--- config.mk ---
export PLATFORM = sky130hd
export DESIGN_NAME = mcyc_phase_gen
export DESIGN_NICKNAME = d
export VERILOG_FILES = /design/src/rtl/mcyc_pkg.sv /design/src/rtl/mcyc_len_sel.sv /design/src/rtl/mcyc_seq.sv /design/src/rtl/mcyc_out_reg.sv /design/src/rtl/mcyc_phase_gen.sv
export SDC_FILE = /design/constraint.sdc
export NUM_CORES = 1
export LEC_CHECK = 0
export BUFFER_PORTS_ARGS = -buffer_cell sky130_fd_sc_hd__buf_2
export CAP_MARGIN = 5
export CORE_AREA = 5 5 42 44
export CTS_CLUSTER_SIZE = 12
export DETAILED_ROUTE_END_ITERATION = 7
export DIE_AREA = 0 0 47 49
export GPL_TIMING_DRIVEN = 0
export PLACE_DENSITY = 0.6
export SLEW_MARGIN = 40
export SYNTH_ARGS = -nofsm -noshare
export SYNTH_HDL_FRONTEND = slang
export SYNTH_SLANG_ARGS = --single-unit
export TNS_END_PERCENT = 50
--- constraint.sdc ---
create_clock -name clk -period 4 [get_ports clk]
set_input_delay 0.6 -clock clk [delete_from_list [all_inputs] [get_ports clk]]
set_output_delay 0.6 -clock clk [all_outputs]
set_load 0.1 [all_outputs]
--- src/rtl/mcyc_pkg.sv ---
`timescale 1ns/1ps
package mcyc_pkg;
  typedef enum logic [1:0] {
    CYC_EXT    = 2'b00,
    CYC_INT    = 2'b01,
    CYC_BRANCH = 2'b10,
    CYC_XIO    = 2'b11
  } cyc_kind_e;
endpackage

--- src/rtl/mcyc_len_sel.sv ---
`timescale 1ns/1ps
module mcyc_len_sel
  import mcyc_pkg::*;
#(
  parameter int BASE_LEN = 5,
  parameter int LONG_LEN = 6,
  parameter int POS_W    = 3
) (
  input  cyc_kind_e        kind_i,
  input  logic             ext_rdy_n_i,
  input  logic             io_rdy_n_i,
  output logic [POS_W-1:0] last_pos_o,
  output logic             stall_o
);
  localparam logic [POS_W-1:0] BASE_LAST = POS_W'(BASE_LEN - 1);
  localparam logic [POS_W-1:0] LONG_LAST = POS_W'(LONG_LEN - 1);

  // Final base position and the ready that may stretch it, per cycle type
  always_comb begin
    unique case (kind_i)
      CYC_EXT: begin
        last_pos_o = BASE_LAST;
        stall_o    = ext_rdy_n_i;
      end
      CYC_INT: begin
        last_pos_o = BASE_LAST;
        stall_o    = 1'b0;
      end
      CYC_BRANCH: begin
        last_pos_o = LONG_LAST;
        stall_o    = 1'b0;
      end
      default: begin
        last_pos_o = LONG_LAST;
        stall_o    = io_rdy_n_i;
      end
    endcase
  end
endmodule

--- src/rtl/mcyc_seq.sv ---
`timescale 1ns/1ps
module mcyc_seq
  import mcyc_pkg::*;
#(
  parameter int POS_W = 3
) (
  input  logic             clk,
  input  logic             rst,
  input  logic             frz_req_i,
  input  cyc_kind_e        kind_i,
  input  logic [POS_W-1:0] last_pos_i,
  input  logic             stall_i,
  output cyc_kind_e        kind_q_o,
  output cyc_kind_e        kind_d_o,
  output logic [POS_W-1:0] pos_d_o,
  output logic             frz_d_o
);
  logic [POS_W-1:0] pos_q;
  logic             frz_q;
  cyc_kind_e        kind_q;
  logic             at_last;
  logic             cyc_end;

  assign at_last  = (pos_q == last_pos_i);
  assign cyc_end  = at_last && !stall_i;
  assign kind_q_o = kind_q;

  always_comb begin
    pos_d_o  = pos_q;
    frz_d_o  = frz_q;
    kind_d_o = kind_q;
    if (frz_req_i) begin
      frz_d_o = 1'b1;
      pos_d_o = '0;
    end else if (frz_q || cyc_end) begin
      frz_d_o  = 1'b0;
      pos_d_o  = '0;
      kind_d_o = kind_i;
    end else if (!at_last) begin
      pos_d_o = pos_q + 1'b1;
    end
  end

  always_ff @(posedge clk) begin
    if (rst) begin
      pos_q  <= '0;
      frz_q  <= 1'b1;
      kind_q <= CYC_INT;
    end else begin
      pos_q  <= pos_d_o;
      frz_q  <= frz_d_o;
      kind_q <= kind_d_o;
    end
  end

  AST_POS_IN_RANGE: assert property (@(posedge clk) disable iff (rst)
    !frz_q |-> (pos_q <= last_pos_i));
  AST_STALL_HOLDS: assert property (@(posedge clk) disable iff (rst)
    (!frz_q && !frz_req_i && at_last && stall_i) |=> (pos_q == $past(pos_q) && !frz_q));
  AST_KIND_HELD: assert property (@(posedge clk) disable iff (rst)
    (!frz_q && !frz_req_i && !cyc_end) |=> $stable(kind_q));
  AST_FREEZE_ENTER: assert property (@(posedge clk) disable iff (rst)
    frz_req_i |=> frz_q);
  AST_RESTART_AT_ZERO: assert property (@(posedge clk) disable iff (rst)
    (frz_q && !frz_req_i) |=> (!frz_q && pos_q == '0));
endmodule

--- src/rtl/mcyc_out_reg.sv ---
`timescale 1ns/1ps
module mcyc_out_reg
  import mcyc_pkg::*;
#(
  parameter int POS_W    = 3,
  parameter int HIGH_LEN = 2
) (
  input  logic             clk,
  input  logic             rst,
  input  logic [POS_W-1:0] pos_d_i,
  input  cyc_kind_e        kind_d_i,
  input  logic             frz_d_i,
  output logic             phase_clk_n_o,
  output logic             cyc_start_o,
  output logic             ufield_launch_o,
  output logic             addr_stb_o,
  output logic             addr_stb_oe_o
);
  localparam logic [POS_W-1:0] FALL_POS = POS_W'(HIGH_LEN);

  // Outputs are decoded from the next state, so each flop shows the current position
  always_ff @(posedge clk) begin
    if (rst) begin
      phase_clk_n_o   <= 1'b1;
      cyc_start_o     <= 1'b0;
      ufield_launch_o <= 1'b0;
      addr_stb_o      <= 1'b0;
      addr_stb_oe_o   <= 1'b0;
    end else begin
      phase_clk_n_o   <= frz_d_i || (pos_d_i < FALL_POS);
      cyc_start_o     <= !frz_d_i && (pos_d_i == '0);
      ufield_launch_o <= !frz_d_i && (pos_d_i == FALL_POS);
      addr_stb_o      <= !frz_d_i && (pos_d_i == '0) && (kind_d_i == CYC_EXT);
      addr_stb_oe_o   <= !frz_d_i;
    end
  end

  AST_STB_NEEDS_OE: assert property (@(posedge clk) disable iff (rst)
    addr_stb_o |-> addr_stb_oe_o);
  AST_START_IN_HIGH: assert property (@(posedge clk) disable iff (rst)
    cyc_start_o |-> phase_clk_n_o);
  AST_LAUNCH_ON_FALL: assert property (@(posedge clk) disable iff (rst)
    ufield_launch_o |-> (!phase_clk_n_o && $past(phase_clk_n_o)));
  AST_FROZEN_QUIET: assert property (@(posedge clk) disable iff (rst)
    !addr_stb_oe_o |-> (phase_clk_n_o && !cyc_start_o && !ufield_launch_o && !addr_stb_o));
endmodule

--- src/rtl/mcyc_phase_gen.sv ---
`timescale 1ns/1ps
module mcyc_phase_gen
  import mcyc_pkg::*;
#(
  parameter int BASE_LEN = 5,
  parameter int LONG_LEN = 6,
  parameter int HIGH_LEN = 2
) (
  input  logic       clk,
  input  logic       rst,
  input  logic [1:0] cyc_type_i,
  input  logic       ext_rdy_n_i,
  input  logic       io_rdy_n_i,
  input  logic       pause_n_i,
  input  logic       hold_ack_n_i,
  output logic       phase_clk_n_o,
  output logic       cyc_start_o,
  output logic       ufield_launch_o,
  output logic       addr_stb_o,
  output logic       addr_stb_oe_o
);
  localparam int POS_W = $clog2(LONG_LEN);

  generate
    if (HIGH_LEN < 1 || HIGH_LEN >= BASE_LEN - 1 || LONG_LEN < BASE_LEN) begin : g_bad_cfg
      $error("mcyc_phase_gen: inconsistent cycle lengths");
    end
  endgenerate

  logic             frz_req;
  cyc_kind_e        kind_q;
  cyc_kind_e        kind_d;
  logic [POS_W-1:0] pos_d;
  logic             frz_d;
  logic [POS_W-1:0] last_pos;
  logic             stall;

  assign frz_req = !pause_n_i || !hold_ack_n_i;

  mcyc_len_sel #(
    .BASE_LEN (BASE_LEN),
    .LONG_LEN (LONG_LEN),
    .POS_W    (POS_W)
  ) i_len_sel (
    .kind_i      (kind_q),
    .ext_rdy_n_i (ext_rdy_n_i),
    .io_rdy_n_i  (io_rdy_n_i),
    .last_pos_o  (last_pos),
    .stall_o     (stall)
  );

  mcyc_seq #(
    .POS_W (POS_W)
  ) i_seq (
    .clk        (clk),
    .rst        (rst),
    .frz_req_i  (frz_req),
    .kind_i     (cyc_kind_e'(cyc_type_i)),
    .last_pos_i (last_pos),
    .stall_i    (stall),
    .kind_q_o   (kind_q),
    .kind_d_o   (kind_d),
    .pos_d_o    (pos_d),
    .frz_d_o    (frz_d)
  );

  mcyc_out_reg #(
    .POS_W    (POS_W),
    .HIGH_LEN (HIGH_LEN)
  ) i_out_reg (
    .clk             (clk),
    .rst             (rst),
    .pos_d_i         (pos_d),
    .kind_d_i        (kind_d),
    .frz_d_i         (frz_d),
    .phase_clk_n_o   (phase_clk_n_o),
    .cyc_start_o     (cyc_start_o),
    .ufield_launch_o (ufield_launch_o),
    .addr_stb_o      (addr_stb_o),
    .addr_stb_oe_o   (addr_stb_oe_o)
  );

  AST_PAUSE_FREEZES: assert property (@(posedge clk) disable iff (rst)
    frz_req |=> (phase_clk_n_o && !addr_stb_oe_o));
  AST_INTERNAL_NO_STB: assert property (@(posedge clk) disable iff (rst)
    (kind_q != CYC_EXT) |-> !addr_stb_o);
endmodule

==> run metrics <==
Seq cells post-synth=11; status=complete, no violations; Vias/cell=roughly 5; Syn Inst Count=52; GRT Total Usage=10.2%; non-filler instance count after layout=84; syn nets=61; area of the core=0.00140 sq mm; Chip Width=47 um; Post-CTS Resized=0; initial antenna violation count=0; Final min period=approximately 2.0 ns; ANT nets after route=0; IO Count=13; Root Driver=clkbuf_4; CTS tree=built; Slew Limit Fails=0; commonest non-fill, non-tap cell in the layout=buf_2; Die ar.=0.00230 sq mm; ANT cells=0; number of H-tree levels=1; Detailed Route Iter0 Violations=3; LEAKAGE=around 0.00025 uW; Routed WL=approximately 960 um; clock tree buffer depth=2; Setup Skew=0.000281 ns; share of cells above drive strength 1=a little under a quarter; DRT Pass-1 Iters=2; grt total ovfl=0; worst endpoint data arrival time=around 2.1 ns; Final HPWL DP=771 um; RSZ-0062 raised after global routing=no; Power Dens Cells=361 mW/mm^2; Worst Hold Class=input pin to register; # rows=14; commonest non-fill, non-tap cells in the layout=buf_2, dfxtp_1, inv_1; Final TNS setup=0 ns; vias post-DR=420; placed insts=80; hold buffer count at CTS=0; Register Area=220 sq um; yosys warns=0; Mapped Area=477 sq um; CP endpoint kind=register; Slew HR=around 64%; final-stage net count=between 70 and 80; drc violations=0; multi-input logic area=238 sq um; Hold Violations, Final=0; Clk Latency, worst-skew pair=0.26 ns; # fillers=between 150 and 200; WL per Instance=11.4 um; measured slew at the worst slew-check pin=about 0.53 ns; GPL Wtd Cong=0.725; first-pass GRT wire length=1.68 mm; Fmax achieved=0.513 GHz; CP required=4.16 ns; Synth cell types=24; Post-CTS Setup Inserts=0; Die Y=49 um; clock-pin slew on the worst setup and hold paths=0.06 ns; synthesized area per cell=9.17 sq um; max-cap check violation count=0; Worst Path Max Fanout=4; VDD IR max=0.168 mV; largest net degree at the start of global routing=7; Buffers on Ports=12; final setup vio count=0; CP Class=input pin to register; period utilisation layout=48.8%; CP startpoint kind=input pin; vias in the first global route=405; Clock Sinks=11; CTS buffer count=3; P&R area growth vs syn=22.3%; post-synthesis sequential area ratio=46.2%; initial core utilization=34.0%
-- per-stage QoR --
stage	cell area, sq um	hold slack (ns)	setup slack [ns]	utilization [%]	total power [uW]
6_report	583	0.535	2.05	41.6	210
5_1_grt	583	0.529	2.01	41.6	223
4_1_cts	583	0.522	2.05	41.6	213
3_5_place_dp	557	0.539	1.77	39.7	139
3_3_place_gp	557	0.535	1.77	39.7	139
2_1_floorplan	477	0.499	1.98	-	132
-- final timing paths --
| check | cells after the start | slack [ns] | from | endpoint |
|---|---|---|---|---|
| setup / recovery | 5 | 2.05 | io_rdy_n_i | i_out_reg.addr_stb_o |
| setup reg to reg | 4 | 2.13 | i_seq.kind_q_o[1] | i_out_reg.addr_stb_o |
| hold reg to reg | 2 | 0.55 | i_seq.kind_q_o[0] | i_seq.kind_q_o[0] |
| hold / removal | 2 | 0.54 | rst | i_seq.kind_q_o[1] |
-- routing by layer --
metal / vias up / GRT usage, % / wire, um
met3: 5 / 2.58 / 66
met4: 0 / 8.29 / 36
met1: 181 / 14.1 / 465
li1: 223 / - / -
met2: 11 / 12.7 / 390
met5: - / 0 / 0
-- synth_stat cells --
library cell | instances | area share, %
nor3_1 | 4 | 4.2
o21ai_0 | 3 | 3.1
ha_1 | 1 | 2.6
and3b_1 | 1 | 1.8
o41a_1 | 1 | 2.4
a21oi_1 | 2 | 2.1
or4_1 | 1 | 1.6
a31oi_1 | 1 | 1.3
inv_1 | 5 | 3.9
xor2_1 | 1 | 1.8
nor2b_1 | 1 | 1.3
nor3b_1 | 1 | 1.6
and3_1 | 1 | 1.3
o21a_1 | 1 | 1.6
dfxtp_1 | 11 | 46
nand2b_1 | 1 | 1.3
o41ai_1 | 2 | 3.7
a2111oi_2 | 1 | 3.1
nand2_1 | 2 | 1.6
nand3_1 | 4 | 4.2
nor2_1 | 3 | 2.4
and2_1 | 2 | 2.6
o2111a_1 | 1 | 2.4
xnor2_1 | 1 | 1.8
-- where the power goes --
part           internal (uW)  switching [uW]  leakage (uW)
Clock                   38.6            35.0     0.0000150
Sequential               112            2.16     0.0000895
Combinational           6.92            15.5      0.000149
-- sequential cells by signal (all words and copies together), names as in the netlist --
| signal | flops |
|---|---|
| i_out_reg.addr_stb_oe_o | 1 |
| i_out_reg.phase_clk_n_o | 1 |
| i_seq.kind_q_o | 2 |
| i_seq.pos_q | 3 |
| i_out_reg.ufield_launch_o | 1 |
| i_seq.frz_q | 1 |
| i_out_reg.cyc_start_o | 1 |
| i_out_reg.addr_stb_o | 1 |
-- layout make-up --
| cell class | count | share of cell area, % |
|---|---|---|
| clock buffer | 4 | 4.51 |
| inverter | 5 | 3.22 |
| sequential | 11 | 37.8 |
| timing repair buffer | 12 | 10.3 |
| multi-input combinational | 36 | 40.8 |
| tap | 16 | 3.43 |
-- worst max-delay path, cell delays in order --
cell and delay [ns]:
buf_2 0.10, and3_1 0.20, o41a_1 0.46, or4_1 0.44
a2111oi_2 0.31
-- cells by family after synthesis --
group | synth area share [%]
and+or+nand+nor | 23.9
AOI/OAI and AO/OA | 19.7
DFF | 46.2
buffers and inverters | 3.94
xor gates and xnor gates | 3.68
adders and majority gates | 2.62
(Power assumes the default switching activity.)
